$ cat config.mk
export PLATFORM = sky130hd
export DESIGN_NAME = debounce_irq_bank
export DESIGN_NICKNAME = d
export VERILOG_FILES = /design/src/rtl/dbirq_pkg.sv /design/src/rtl/dbirq_tick.sv /design/src/rtl/dbirq_line.sv /design/src/rtl/debounce_irq_bank.sv
export SDC_FILE = /design/constraint.sdc
export NUM_CORES = 1
export LEC_CHECK = 0
export ABC_AREA = 1
export ABC_CLOCK_PERIOD_IN_PS = 2800
export BUFFER_PORTS_ARGS = -buffer_cell sky130_fd_sc_hd__buf_2
export CORE_MARGIN = 8
export CORE_UTILIZATION = 25
export DETAILED_ROUTE_END_ITERATION = 6
export GPL_ROUTABILITY_DRIVEN = 0
export RECOVER_POWER = 25
export SYNTH_ARGS = -nofsm -noshare
export SYNTH_HDL_FRONTEND = slang
export SYNTH_SLANG_ARGS = --single-unit
$ cat constraint.sdc
create_clock -name clk_i -period 2.8 [get_ports clk_i]
set_input_delay 0 -clock clk_i [delete_from_list [all_inputs] [get_ports clk_i]]
set_output_delay 0 -clock clk_i [all_outputs]
set_load 0.01 [all_outputs]
$ cat src/rtl/dbirq_pkg.sv
package dbirq_pkg;
  localparam logic [7:0] OFF_DATA = 8'h00;
  localparam logic [7:0] OFF_DEN  = 8'h04;
  localparam logic [7:0] OFF_POL  = 8'h14;
  localparam logic [7:0] OFF_IEN  = 8'h18;
  localparam logic [7:0] OFF_RAW  = 8'h1C;
  localparam logic [7:0] OFF_MSK  = 8'h20;
  localparam logic [7:0] OFF_CLR  = 8'h24;
  localparam logic [7:0] OFF_ARM  = 8'h28;
  localparam logic [7:0] OFF_WIN  = 8'h40;
  localparam int unsigned WIN_STRIDE = 4;
endpackage

$ cat src/rtl/dbirq_tick.sv
module dbirq_tick #(
  parameter int unsigned DIV = 125000
) (
  input  logic clk_i,
  input  logic rst_ni,
  output logic tick_o
);
  localparam int unsigned CW = (DIV > 1) ? $clog2(DIV) : 1;
  localparam logic [CW-1:0] LAST = CW'(DIV - 1);

  logic [CW-1:0] cnt_q;

  always_ff @(posedge clk_i or negedge rst_ni) begin
    if (!rst_ni)            cnt_q <= '0;
    else if (cnt_q == LAST) cnt_q <= '0;
    else                    cnt_q <= cnt_q + 1'b1;
  end

  assign tick_o = (cnt_q == LAST);
endmodule

$ cat src/rtl/dbirq_line.sv
module dbirq_line #(
  parameter int unsigned WIN_W = 12
) (
  input  logic             clk_i,
  input  logic             rst_ni,
  input  logic             tick_i,
  input  logic             pin_i,
  input  logic [WIN_W-1:0] win_i,
  output logic             level_o
);
  logic [1:0]       sync_q;
  logic             lvl_q;
  logic [WIN_W-1:0] cnt_q;
  logic [WIN_W:0]   cnt_inc;
  logic [WIN_W:0]   limit;

  // window 0 behaves as 1
  assign limit   = (win_i == '0) ? (WIN_W+1)'(1) : {1'b0, win_i};
  assign cnt_inc = {1'b0, cnt_q} + 1'b1;

  always_ff @(posedge clk_i or negedge rst_ni) begin
    if (!rst_ni) begin
      sync_q <= '0;
      lvl_q  <= 1'b0;
      cnt_q  <= '0;
    end else begin
      sync_q <= {sync_q[0], pin_i};
      if (sync_q[1] == lvl_q) begin
        cnt_q <= '0;
      end else if (tick_i) begin
        if (cnt_inc >= limit) begin
          lvl_q <= sync_q[1];
          cnt_q <= '0;
        end else begin
          cnt_q <= cnt_inc[WIN_W-1:0];
        end
      end
    end
  end

  assign level_o = lvl_q;
endmodule

$ cat src/rtl/debounce_irq_bank.sv
module debounce_irq_bank
  import dbirq_pkg::*;
#(
  parameter int unsigned NUM_LINES = 8,
  parameter int unsigned WIN_W     = 12,
  parameter int unsigned TICK_DIV  = 125000,
  parameter int unsigned ADDR_W    = 8,
  parameter int unsigned WDATA_W   = 12,
  parameter int unsigned RDATA_W   = 32
) (
  input  logic                 clk_i,
  input  logic                 rst_ni,
  input  logic [NUM_LINES-1:0] pins_i,
  input  logic                 reg_we_i,
  input  logic [ADDR_W-1:0]    reg_addr_i,
  input  logic [WDATA_W-1:0]   reg_wdata_i,
  output logic [RDATA_W-1:0]   reg_rdata_o,
  output logic                 irq_o
);
  localparam int unsigned N = NUM_LINES;

  logic         tick;
  logic [N-1:0] lvl, den_q, pol_q, ie_q, arm_q, raw_q;
  logic [N-1:0] cap, wmask, win_sel;
  logic [WIN_W-1:0] win_q [N];
  logic we_den, we_pol, we_ie, we_arm, we_clr;

  assign wmask  = reg_wdata_i[N-1:0];
  assign we_den = reg_we_i && (reg_addr_i == ADDR_W'(OFF_DEN));
  assign we_pol = reg_we_i && (reg_addr_i == ADDR_W'(OFF_POL));
  assign we_ie  = reg_we_i && (reg_addr_i == ADDR_W'(OFF_IEN));
  assign we_arm = reg_we_i && (reg_addr_i == ADDR_W'(OFF_ARM));
  assign we_clr = reg_we_i && (reg_addr_i == ADDR_W'(OFF_CLR));

  dbirq_tick #(.DIV(TICK_DIV)) i_tick (
    .clk_i  (clk_i),
    .rst_ni (rst_ni),
    .tick_o (tick)
  );

  for (genvar i = 0; i < N; i++) begin : g_ch
    assign win_sel[i] = (reg_addr_i == ADDR_W'(OFF_WIN + WIN_STRIDE*i));

    dbirq_line #(.WIN_W(WIN_W)) i_line (
      .clk_i   (clk_i),
      .rst_ni  (rst_ni),
      .tick_i  (tick),
      .pin_i   (pins_i[i]),
      .win_i   (win_q[i]),
      .level_o (lvl[i])
    );

    always_ff @(posedge clk_i or negedge rst_ni) begin
      if (!rst_ni)                      win_q[i] <= WIN_W'(1);
      else if (reg_we_i && win_sel[i])  win_q[i] <= reg_wdata_i[WIN_W-1:0];
    end
  end

  // armed channel whose stable level equals its polarity
  assign cap = ~(lvl ^ pol_q) & arm_q;

  always_ff @(posedge clk_i or negedge rst_ni) begin
    if (!rst_ni) begin
      den_q <= '0;
      pol_q <= '0;
      ie_q  <= '0;
      arm_q <= '0;
      raw_q <= '0;
    end else begin
      if (we_den) den_q <= wmask;
      if (we_pol) pol_q <= wmask;
      if (we_ie)  ie_q  <= wmask;
      arm_q <= we_arm ? wmask : (arm_q & ~cap);
      raw_q <= (raw_q & ~(we_clr ? wmask : '0)) | cap;
    end
  end

  assign irq_o = |(raw_q & ie_q);

  always_comb begin
    reg_rdata_o = '0;
    unique case (reg_addr_i)
      ADDR_W'(OFF_DATA): reg_rdata_o[N-1:0] = lvl & den_q;
      ADDR_W'(OFF_DEN):  reg_rdata_o[N-1:0] = den_q;
      ADDR_W'(OFF_POL):  reg_rdata_o[N-1:0] = pol_q;
      ADDR_W'(OFF_IEN):  reg_rdata_o[N-1:0] = ie_q;
      ADDR_W'(OFF_RAW):  reg_rdata_o[N-1:0] = raw_q;
      ADDR_W'(OFF_MSK):  reg_rdata_o[N-1:0] = raw_q & ie_q;
      ADDR_W'(OFF_ARM):  reg_rdata_o[N-1:0] = arm_q;
      default: begin
        for (int k = 0; k < N; k++) begin
          if (win_sel[k]) reg_rdata_o[WIN_W-1:0] = win_q[k];
        end
      end
    endcase
  end
endmodule

# After elaboration in Yosys (flattened, before gate mapping)
# Cells that the tools add are included.
# op_classes
addsub	9
n_lt_le_gt_ge	8
n_eq_ne	24
n_mux	45
bitwise	18
n_reduce_logical	40
# ops
op	n
12-bit two-way mux	40
12-bit by 1-bit adder with 13-bit output, second input constant	8
13-bit greater-or-equal comparator	8
12-bit logical NOT	8
8-bit by 7-bit equality test with 1-bit output, second input constant	8
8-bit case mux with 7 select lines	1
8-bit bitwise AND	5
8-bit by 5-bit equality test with 1-bit output, second input constant	3
8-bit by 6-bit equality test with 1-bit output, second input constant	3
8-bit inverter	3
3-bit AND reduction	8
17-bit by 1-bit adder with 17-bit output, second input constant	1
17-bit equality test, second input constant	1
17-bit two-way mux	1
8-bit two-way mux	2
2-bit nonzero test	8
1-bit logical AND	13
1-bit equality test	8
8-bit by 3-bit equality test with 1-bit output, second input constant	1
8-bit logical NOT	1
1-bit inverter	8
8-bit bitwise OR	1
8-bit OR reduction	1
8-bit XOR	1
other kinds (2)	2
# totals
regBits	273
out_inout_bits	33
elab_cells	182

# Depth between registers and ports, before layout
# Gate-level depths: netlist of the first run.
# depth
ltp_word	10
depth_mapped	19
ltp_nobuf	19

# Cells and area by module
# A second synthesis of the first run with hierarchy kept.
# unflattened
hier_cells	2367
hier_area_um2	17715.7
# modules_own_cells
mod	n_inst	cells_per_inst	area_per_inst_um2	seq_area_each_um2
dbirq_line	8	176	1252.5	375.4
debounce_irq_bank	1	826	6722.7	3413.3
dbirq_tick	1	133	973.4	425.4

# Worst setup path before layout of the first run
# OpenSTA, ideal clock, no wires.
# synth_timing
kind	reg-to-reg
startpoint	register g_ch[5].i_line.cnt_q[0]
endpoint	register g_ch[5].i_line.lvl_q
setup_time_ns	0.113
arrival_time_ns	2.362
required_ns	2.687
slack_ns	0.325
path_stages_with_launch	16
cell_sequence	dfrtp_1 > ha_1 > nand2_1 > nor2_2 > nand3_1 > nor2_1 > nand3_1 > xor2_1 > inv_1 > ha_1 > nand4_1 > nand3b_2 > nand3_1 > nand3_1 > nand2_1 > inv_1
# synth_via
elab_chain_len	3
# synth_rtl
item	line_no	rtl
start, declared	dbirq_line.sv:13	logic [WIN_W-1:0] cnt_q;
start signal, assigned	dbirq_line.sv:35	cnt_q <= cnt_inc[WIN_W-1:0];
12-bit by 1-bit adder with 13-bit output	dbirq_line.sv:19	assign cnt_inc = {1'b0, cnt_q} + 1'b1;
13-bit greater-or-equal comparator	dbirq_line.sv:31	if (cnt_inc >= limit) begin
3-bit AND reduction (no line)	--	
end signal, assigned	dbirq_line.sv:32	lvl_q <= sync_q[1];
end, declared	dbirq_line.sv:12	logic lvl_q;
# No other way between the ends.
# A chain may end at the register's enable or synchronous reset.

# Worst setup path after layout of the first run
# layout_timing
startpoint	register g_ch[7].i_line.cnt_q[0]
endpoint	register g_ch[7].i_line.lvl_q
# layout_via
elab_chain_len	3
# layout_rtl
item	line_no
start, declared	dbirq_line.sv:13
start signal, assigned	dbirq_line.sv:35
12-bit by 1-bit adder with 13-bit output	dbirq_line.sv:19
13-bit greater-or-equal comparator	dbirq_line.sv:31
3-bit AND reduction (no line)	--
end signal, assigned	dbirq_line.sv:32
end, declared	dbirq_line.sv:12
# No other way between the ends.

==> flow_summary_export.csv, run 1 <==
group,metric,value,unit
run_status,status,"finished with violations",
run_status,violations,"capacitance limit, slew limit",
placement,dpl_worst_slack,0.1030,ns
setup_path,critPathTopFamily,"simple AND/OR/NAND/NOR gates",
setup_path,slowest_stage,"dfrtp_1",
clock_tree,clock_tree.root_cell,"clkbuf_16",
setup_path,worstSetupEndpointType,"flop",
die,core,0.06871,mm^2
synthesis,synth_xor_area_frac,0.04722,
global_route,first_global_vias,13850,
global_route,antenna_found_initial,5,
clock_tree,cts_buffers,31,
route,avgViaCountPerCell,4.530,
route,dr.pass1.iters,5,
synthesis,synth_edf_count,0,
global_route,grt_max_degree,80,
setup_path,required,3.28,ns
sta,rsz0062_at_grt,"yes",
sta,setup_slack,0.1940,ns
final_layout,fill_cells,7476,
sta,finalSetupViolations,0,
setup_path,crit_cells,15,
die,rows,96,
global_route,grt-ovfl-total,0,
clock_tree,path_clk_slew,0.06,ns
synthesis,synth_compound_area_frac,0.1028,
sta,fin_skew,0.01214,ns
synthesis,avgSynthCellArea,7.804,um^2
synthesis,synth_top_area_cell,"dfrtp_1",
clock_tree,cts_tree,"yes",
synthesis,async_flop_share,1.000,
power_and_ir_drop,p_leak,9.312,nW
synthesis,muxShareOfSynthArea,0,
setup_path,arrival,3.08,ns
setup_path,crit_type,"flop to flop",
synthesis,netlist_top_cells_count,"nand2_1 (594), inv_1 (295), dfrtp_1 (265)",
sta,maxSlewHeadroom,-0.4093,
sta,period_share,0.9307,
die,die_h,279.7,um
synthesis,synthAdderAreaFrac,0.07559,
final_layout,syn2layout_area_growth,14.63,%
run,drv_cap,1,
sta,worstMarginPinSlew,2.114,ns
sta,final_hold_viol_count,0,
setup_path,crit_top_cell,"nand2_1",
synthesis,synthSimpleGateAreaFrac,0.2850,
final_layout,layout-drive-gt1-share,0.1147,
synthesis,synthCells,2227,
setup_path,crit_fanout,6,
route,drt-initial-drc-count,956,
setup_path,critPathLaunchType,"flop",
clock_tree,htreeDepth,1,
route,num_vias,14740,
route,wl_per_cell,14.56,um
synthesis,synth_area,0.01738,mm^2
power_and_ir_drop,ir_drop,420.7,uV
synthesis,synth_top_area_share,0.3815,
clock_tree,cts.sinks,273,
setup_path,cp.buffers_inverters,1,
clock_tree,clock_path_buffers,3,
global_route,grt_pass1_wl,76390,um
route,drt-total-wl,47350,um
placement,io_buffer_count,43,
clock_tree,clk_latency,0.58,ns
synthesis,synth-main-ff-cell,"dfrtp_1",
hold_path,min_path_type,"primary input to flop",
power_and_ir_drop,finalPower,9.878,mW
synthesis,yosys_warnings,0,
synthesis,synth_top_family_by_area,"simple AND/OR/NAND/NOR gates",
sta,final_max_slew_viol_count,77,
sta,layout_min_cycle_time,2.606,ns
hold_path,holdPathStages,3,
sta,whs,0.03099,ns
die,ios,64,
placement,hpwl,34840,um
global_route,grtUsageTotal,0.1188,
route,antenna_left,0,
synthesis,synth_most_common_cell,"nand2_1",
sta,fmax,383.7,MHz
die,die_area,0.07822,mm^2
synthesis,synth-seq-area-share,0.3936,
die,die_x,279.7,um
setup_path,path_cells,"ha_1, nand2_1, nor2_4, nand3_2, nor3_1, xor2_1, ha_1, a21oi_1, o211ai_1, nor2_2, nand3_2, nand2_1, nand2_1, nand2_1, inv_1",
synthesis,netlist_top_cells_area,"dfrtp_1 (38%), nand2_1 (13%), ha_1 (7.6%)",
die,initial_utilization,0.2530,
route,drcViolationCount,0,
final_layout,final_nets,2430,
power_and_ir_drop,power_density,495.8,mW/mm^2
synthesis,ys_ff_latch,273,
setup_path,r2r_cells,15,
setup_path,slowest_delay,0.40,ns
synthesis,yosysUniqueCellTypes,53,
[tightest hold or removal path: cells and delay by family]
kind            cells  cell delay (ns)
compound gates      1             0.22
buf+inv             2             0.35
[power breakdown]
part / leakage, nW / internal (mW) / switching [mW]
registers: 3.67 / 4.05 / 0.101
clock network: 0.548 / 2.77 / 1.71
logic: 5.09 / 0.446 / 0.802
total: 9.31 / 7.26 / 2.61
[logic make-up (layout without fill, tap and decap cells)]
| group | Yosys count | in the layout |
|---|---|---|
| adders and majority gates | 105 | 105 |
| buffers and inverters | 389 | 461 |
| xor gates and xnor gates | 92 | 92 |
| and+or+nand+nor | 1062 | 1063 |
| other | 1 | 23 |
| DFF | 273 | 273 |
| AOI/OAI and AO/OA | 305 | 305 |
[metrics by stage]
| stage | TNS [ns] | util | instance area (um^2) | cells |
|---|---|---|---|---|
| 2_1_floorplan | 0 | - | 17450 | 2246 |
| 3_3_place_gp | 0 | 0.2706 | 18590 | 3172 |
| 3_5_place_dp | 0 | 0.2706 | 18590 | 3172 |
| 4_1_cts | 0 | 0.2889 | 19850 | 3243 |
| 5_1_grt | -0.08966 | 0.2899 | 19920 | 3252 |
| 6_report | 0 | 0.2900 | 19920 | 3253 |
[routing by layer]
layer / up-vias / track usage / part of all wire
met5: - / 0 / 0.00027
met4: 2 / 0.04030 / 0.029
li1: 7390 / - / -
met1: 6881 / 0.1621 / 0.46
met3: 72 / 0.01614 / 0.056
met2: 390 / 0.1923 / 0.45
[worst paths after layout]
path / end / start / slack (ns)
hold reg to reg: g_ch[7].i_line.sync_q[1] / g_ch[7].i_line.sync_q[0] / 0.35
setup / recovery: g_ch[7].i_line.level_o / g_ch[7].i_line.cnt_q[0] / 0.19
min in group asynchronous: g_ch[1].i_line.cnt_q[6] / rst_ni / 0.60
hold / removal: den_q[0] / reg_wdata_i[0] / 0.03
setup reg to reg: g_ch[7].i_line.level_o / g_ch[7].i_line.cnt_q[0] / 0.19
max in group asynchronous: win_q[48] / rst_ni / 0.86
[timing repair]
| action | in CTS | in global routing |
|---|---|---|
| hold buffers | 13 | 0 |
| endpoints found under the setup margin | 0 | 52 |
| buffers inserted | 0 | 6 |
| hold endpoints to repair | 301 | 0 |
| gates resized for setup | 0 | 15 |
[flip-flops by register name (all words and copies together), names as in the netlist]
| name | flops |
|---|---|
| g_ch.i_line.cnt_q | 96 |
| win_q | 96 |
| g_ch.i_line.sync_q | 16 |
| g_ch.i_line.level_o | 8 |
| i_tick.cnt_q | 17 |
| ie_q | 8 |
| arm_q | 8 |
| pol_q | 8 |
| den_q | 8 |
| raw_q | 8 |
[cell usage in the layout, fill, tap and decap left out, drive strengths merged, types with 8 or more instances in the layout]
master and count:
dfstp 8, dlygate4sd3 13, clkbuf 45, o22ai 40, nand3b 17, ha 105, a21oi 45, xnor2 16
nand3 127, o21a 8, nand2 607, dfrtp 265, nand4 94, o21ai 187, nor4 10, xor2 76
o211ai 8, nor2 177, buf 71, inv 317, nor3 25, conb 20
[layout make-up]
| class | count | area, um^2 | area share |
|---|---|---|---|
| clock inverter | 15 | 240.2 | 0.01206 |
| antenna | 3 | 7.507 | 0.0003768 |
| sequential | 273 | 6842 | 0.3434 |
| tap | 931 | 1165 | 0.05847 |
| inverter | 317 | 1191 | 0.05979 |
| timing repair buffer | 86 | 606.8 | 0.03046 |
| clock buffer | 43 | 890.9 | 0.04472 |
| multi-input combinational | 1585 | 8980 | 0.4507 |
Power figures use the tool's default switching activity.
==> inputs of run 2 (changes only) <==
==> constraint.sdc (replaced) <==
create_clock -name clk_i -period 2.8 [get_ports clk_i]
set_input_delay 0 -clock clk_i [delete_from_list [all_inputs] [get_ports clk_i]]
set_output_delay 0 -clock clk_i [all_outputs]
set_load 0.005 [all_outputs]
==> flow_summary_export.csv, run 2 (synthesis results as in run 1) <==
group,metric,value,unit
clock_tree,cts_tree,"yes",
final_layout,layout_common_cells,"nand2_1 (597), inv_1 (295), dfrtp_1 (265)",
run,drv_cap,1,
setup_path,slowest_delay,0.38,ns
setup_path,r2r_slack,0.17,ns
final_layout,layout-drive-gt1-share,0.1149,
clock_tree,path_clk_slew,0.06,ns
placement,hpwl,35000,um
final_layout,final_common_cell,"nand2_1",
die,die_h,279.7,um
route,drt-total-wl,47900,um
run_status,violations,"capacitance limit, slew limit",
die,initial_utilization,0.2530,
global_route,grt-ovfl-total,0,
global_route,first_global_vias,13740,
clock_tree,clock_tree.root_cell,"clkbuf_16",
power_and_ir_drop,ir_drop,411.9,uV
die,die_x,279.7,um
setup_path,worstSetupEndpointType,"flop",
sta,final_hold_viol_count,0,
setup_path,required,3.26,ns
route,antenna_left,0,
route,avgViaCountPerCell,4.467,
sta,setup_slack,0.1692,ns
global_route,grt_pass1_wl,76280,um
clock_tree,htreeDepth,2,
route,num_vias,14560,
sta,finalSetupViolations,0,
setup_path,crit_top_cell,"nand3_2",
setup_path,critPathLaunchType,"flop",
hold_path,hp-start,"reg_wdata_i[11]",
setup_path,crit_fanout,6,
power_and_ir_drop,power_density,503.6,mW/mm^2
die,rows,96,
die,die_area,0.07822,mm^2
placement,placedCellCount,3173,
placement,dpl_worst_slack,0.06973,ns
global_route,antenna_found_initial,5,
run_status,status,"finished with violations",
sta,maxSlewHeadroom,-0.4767,
setup_path,critPathTopFamily,"simple AND/OR/NAND/NOR gates",
final_layout,syn2layout_area_growth,14.75,%
clock_tree,cts.sinks,273,
sta,final_max_slew_viol_count,90,
sta,layout_min_cycle_time,2.631,ns
final_layout,fill_cells,7484,
global_route,grtUsageTotal,0.1201,
setup_path,r2r-start,"g_ch[5].i_line.cnt_q[1]",
power_and_ir_drop,p_leak,9.335,nW
clock_tree,clk_latency,0.53,ns
hold_path,min_path_type,"primary input to flop",
sta,period_share,0.9396,
sta,fmax,380.1,MHz
route,drcViolationCount,0,
setup_path,slowest_stage,"dfrtp_1",
setup_path,cp.buffers_inverters,2,
die,ios,64,
final_layout,stdcell_count,3258,
route,drt-initial-drc-count,920,
global_route,grt_max_degree,92,
setup_path,path_cells,"ha_2, nand2_1, nor2_2, nand3_2, nor2_4, nand3_1, xor2_1, inv_1, ha_1, a21oi_1, o211ai_1, nor2_1, nand3_2, buf_4, o21ai_1",
die,core,0.06871,mm^2
route,wl_per_cell,14.70,um
setup_path,crit_start,"g_ch[5].i_line.cnt_q[1]",
sta,worstMarginPinSlew,2.215,ns
final_layout,final_nets,2435,
route,dr.pass1.iters,5,
sta,fin_skew,0.01775,ns
clock_tree,cts_buffers,34,
setup_path,crit_type,"flop to flop",
placement,io_buffer_count,43,
setup_path,arrival,3.09,ns
sta,rsz0062_at_grt,"yes",
clock_tree,clock_path_buffers,3,
final_layout,reg_top3,"g_ch.i_line.cnt_q (96), win_q (96), i_tick.cnt_q (17)",
## run 2: changes by cell type in the layout (fill, tap and decap cells not counted), sizes merged
cell	change
bufinv	-2
clkinv	-2
clkbuf	+9
dlygate4sd3	-3
clkinvlp	-2
buf	+5
## run 2: final timing paths
| check | endpoint | cells past startpoint |
|---|---|---|
| worst max-delay path | g_ch[5].i_line.cnt_q[9] | 15 |
| worst min register to register | g_ch[5].i_line.sync_q[1] | 0 |
| min in group asynchronous | g_ch[1].i_line.sync_q[0] | 2 |
| worst min-delay path | win_q[35] | 3 |
| max in group asynchronous | win_q[36] | 3 |
| worst max register to register | g_ch[5].i_line.cnt_q[9] | 15 |
## run 2: power by group
group / total, mW / internal (mW) / switching (mW)
Combinational: 1.25 / 0.447 / 0.799
Clock: 4.65 / 2.86 / 1.79
Sequential: 4.15 / 4.05 / 0.102
## run 2: per-layer routing
| layer | track usage | wire [um] | vias to the layer above |
|---|---|---|---|
| met5 | 0 | 10 | - |
| met4 | 0.04921 | 1846 | 2 |
| met3 | 0.02030 | 2410 | 84 |
| met2 | 0.1873 | 21320 | 290 |
| met1 | 0.1638 | 22320 | 6809 |
| li1 | - | - | 7370 |
## run 2: what timing repair did
| action | 4_1_cts | 5_1_grt |
|---|---|---|
| endpoints found under the hold margin | 93 | 0 |
| gates resized for setup | 0 | 19 |
| hold buffers | 10 | 0 |
| setup endpoints to repair | 0 | 48 |
| buffers inserted | 0 | 10 |
## run 2: layout make-up
| type | instances | area, um^2 | area share |
|---|---|---|---|
| tap | 931 | 1165 | 0.05841 |
| clock buffer | 52 | 1010 | 0.05063 |
| clock inverter | 9 | 155.1 | 0.007779 |
| antenna | 3 | 7.507 | 0.0003764 |
| sequential | 273 | 6842 | 0.3430 |
| inverter | 317 | 1191 | 0.05972 |
| multi-input combinational | 1585 | 8964 | 0.4494 |
| timing repair buffer | 88 | 610.6 | 0.03061 |
## run 2: metrics by stage
stage,hold slack [ns],total power [mW],TNS (ns),util,cell area [um^2]
after CTS,0.005476,10.08,0,0.2891,19860
after detailed placement,0.08610,5.389,0,0.2707,18600
after global routing,0.01674,10.45,-0.03823,0.2902,19940
final,0.01734,10.04,0,0.2903,19940
after global placement,0.08631,5.385,0,0.2707,18600
after floorplan,-0.2956,5.003,0,-,17450
## run 2: worst reg2reg max path, cell delays in order (launching register included)
cell,delay (ns)
dfrtp_1,0.38
ha_2,0.20
nand2_1,0.06
nor2_2,0.12
nand3_2,0.12
nor2_4,0.14
nand3_1,0.09
xor2_1,0.18
inv_1,0.07
ha_1,0.32
a21oi_1,0.17
o211ai_1,0.10
nor2_1,0.16
nand3_2,0.18
buf_4,0.18
o21ai_1,0.10
==> inputs of run 3 (changes only) <==
ABC_CLOCK_PERIOD_IN_PS = 2770   (was 2800)
CTS_CLUSTER_SIZE = 25   (was default)
clock period = 2.77 ns   (was 2.8 ns; I/O delays follow)
==> flow_summary_export.csv, run 3 (synthesis results as in run 1) <==
group,metric,value,unit
final_layout,syn2layout_area_growth,14.71,%
die,ios,64,
die,die_area,0.07822,mm^2
placement,io_buffer_count,43,
global_route,first_global_vias,13640,
placement,placedCellCount,3174,
setup_path,crit_fanout,8,
sta,final_hold_viol_count,0,
clock_tree,clock_path_buffers,3,
sta,period_share,0.9273,
global_route,antenna_found_initial,2,
final_layout,final_nets,2431,
route,drt-initial-drc-count,862,
run_status,status,"finished with violations",
route,avgViaCountPerCell,4.496,
final_layout,antenna_cells,0,
route,wl_per_cell,14.64,um
sta,fmax,389.3,MHz
final_layout,fill_cells,7489,
setup_path,slowest_stage,"dfrtp_1",
final_layout,layout-drive-gt1-share,0.1177,
global_route,use_met3,0.01573,
sta,maxSlewHeadroom,-0.07428,
sta,finalSetupViolations,0,
die,rows,96,
power_and_ir_drop,power_density,498.2,mW/mm^2
clock_tree,cts_buffers,31,
run_status,violations,"capacitance limit, slew limit",
sta,worstMarginPinSlew,1.611,ns
global_route,grt_max_degree,86,
setup_path,worstSetupEndpointType,"flop",
route,drt-total-wl,47590,um
placement,hpwl,35000,um
global_route,busiest_layer,"met2",
sta,rsz0062_at_grt,"yes",
die,initial_utilization,0.2530,
final_layout,reg_top3,"g_ch.i_line.cnt_q (96), win_q (96), i_tick.cnt_q (17)",
power_and_ir_drop,p_leak,9.314,nW
clock_tree,clock_tree.root_cell,"clkbuf_16",
global_route,grt-ovfl-total,0,
sta,final_max_slew_viol_count,93,
setup_path,slowest_delay,0.37,ns
sta,tns,0,ns
setup_path,arrival,3.10,ns
sta,layout_min_cycle_time,2.569,ns
global_route,met1_usage,0.1639,
setup_path,critPathLaunchType,"flop",
sta,fin_skew,0.02666,ns
run,drv_cap,2,
global_route,grt_pass1_wl,76010,um
clock_tree,cts.sinks,273,
die,die_x,279.7,um
clock_tree,clk_latency,0.59,ns
global_route,grt_use_met2,0.1905,
setup_path,path_cells,"ha_1, nand2_1, nor2_2, nand3_2, nor2_2, nand3_1, xor2_1, inv_1, ha_1, nand2_1, inv_1, nand3_1, nor2_1, nor2_2, and2_4, nand4_1, nand2_1",
placement,dpl_worst_slack,0.1038,ns
setup_path,required,3.30,ns
setup_path,crit_type,"flop to flop",
power_and_ir_drop,ir_drop,541.4,uV
clock_tree,cts_tree,"yes",
route,antenna_left,0,
hold_path,min_path_type,"primary input to flop",
route,dr.pass1.iters,5,
die,die_h,279.7,um
clock_tree,htreeDepth,1,
die,core,0.06871,mm^2
final_layout,final_common_cell,"nand2_1",
power_and_ir_drop,finalPower,9.933,mW
sta,setup_slack,0.2013,ns
final_layout,stdcell_count,3251,
global_route,grtUsageTotal,0.1185,
final_layout,layout_common_cells,"nand2_1 (594), inv_1 (295), dfrtp_1 (265)",
route,num_vias,14620,
clock_tree,path_clk_slew,0.06,ns
route,drcViolationCount,0,
## run 3: changes by cell type in the layout (fill, tap and decap cells not counted), sizes merged
| cell | delta |
|---|---|
| clkinv | +6 |
| nand3 | -1 |
| clkbuf | -8 |
| diode | -3 |
| bufinv | +1 |
| clkinvlp | +1 |
| dlygate4sd3 | +3 |
| buf | -6 |
## run 3: path summary, 6_finish.rpt
kind                                             to  slack (ns)                      from  depth (start not counted)
max reg2reg                 g_ch[5].i_line.cnt_q[4]        0.20   g_ch[5].i_line.cnt_q[1]                         17
min                                        den_q[6]        0.04            reg_wdata_i[6]                          3
min reg2reg                g_ch[4].i_line.sync_q[1]        0.35  g_ch[4].i_line.sync_q[0]                          0
min in group asynchronous                 win_q[60]        0.42                    rst_ni                          2
max                         g_ch[5].i_line.cnt_q[4]        0.20   g_ch[5].i_line.cnt_q[1]                         17
max in group asynchronous  g_ch[3].i_line.cnt_q[11]        0.76                    rst_ni                          3
## run 3: layout make-up
type	count	area (um^2)	share of cell area
multi-input cells	1584	9012	0.4520
flip-flops and latches	273	6842	0.3431
inverters	317	1191	0.05974
well taps	931	1165	0.05842
clock buffers	41	893.4	0.04481
repair buffers	88	611.8	0.03069
clock inverters	17	222.7	0.01117
## run 3: per-layer routing
metal | vias up | wire length [um]
met5 | - | 13
met4 | 2 | 1213
met3 | 65 | 2481
met2 | 325 | 21700
met1 | 6851 | 22180
li1 | 7375 | -
## run 3: per-stage QoR
step | cell area [um^2] | hold slack [ns] | util
final | 19940 | 0.03879 | 0.2902
after global routing | 19940 | 0.03768 | 0.2902
after CTS | 19890 | 0.009737 | 0.2895
after detailed placement | 18620 | -0.02939 | 0.2710
after global placement | 18620 | -0.03196 | 0.2710
after floorplan | 17450 | -0.2956 | -
## run 3: worst max-delay path, delay by kind of cell, from the launching register on
kind	cells	cell delay (ns)
xor+xnor	1	0.18
flops	1	0.37
simple gates	12	1.33
buf+inv	2	0.10
fa+ha+maj	2	0.52
## run 3: report_power, final
part	total [mW]	switching, mW	internal, mW
Combinational	1.24	0.793	0.450
Clock	4.50	1.77	2.72
Sequential	4.19	0.101	4.09
## run 3: repair_timing
action / 4_1_cts / 5_1_grt
endpoints found under the setup margin: 0 / 56
setup buffers: 0 / 5
hold buffers: 14 / 0
hold endpoints to repair: 306 / 0
resized for setup: 0 / 15
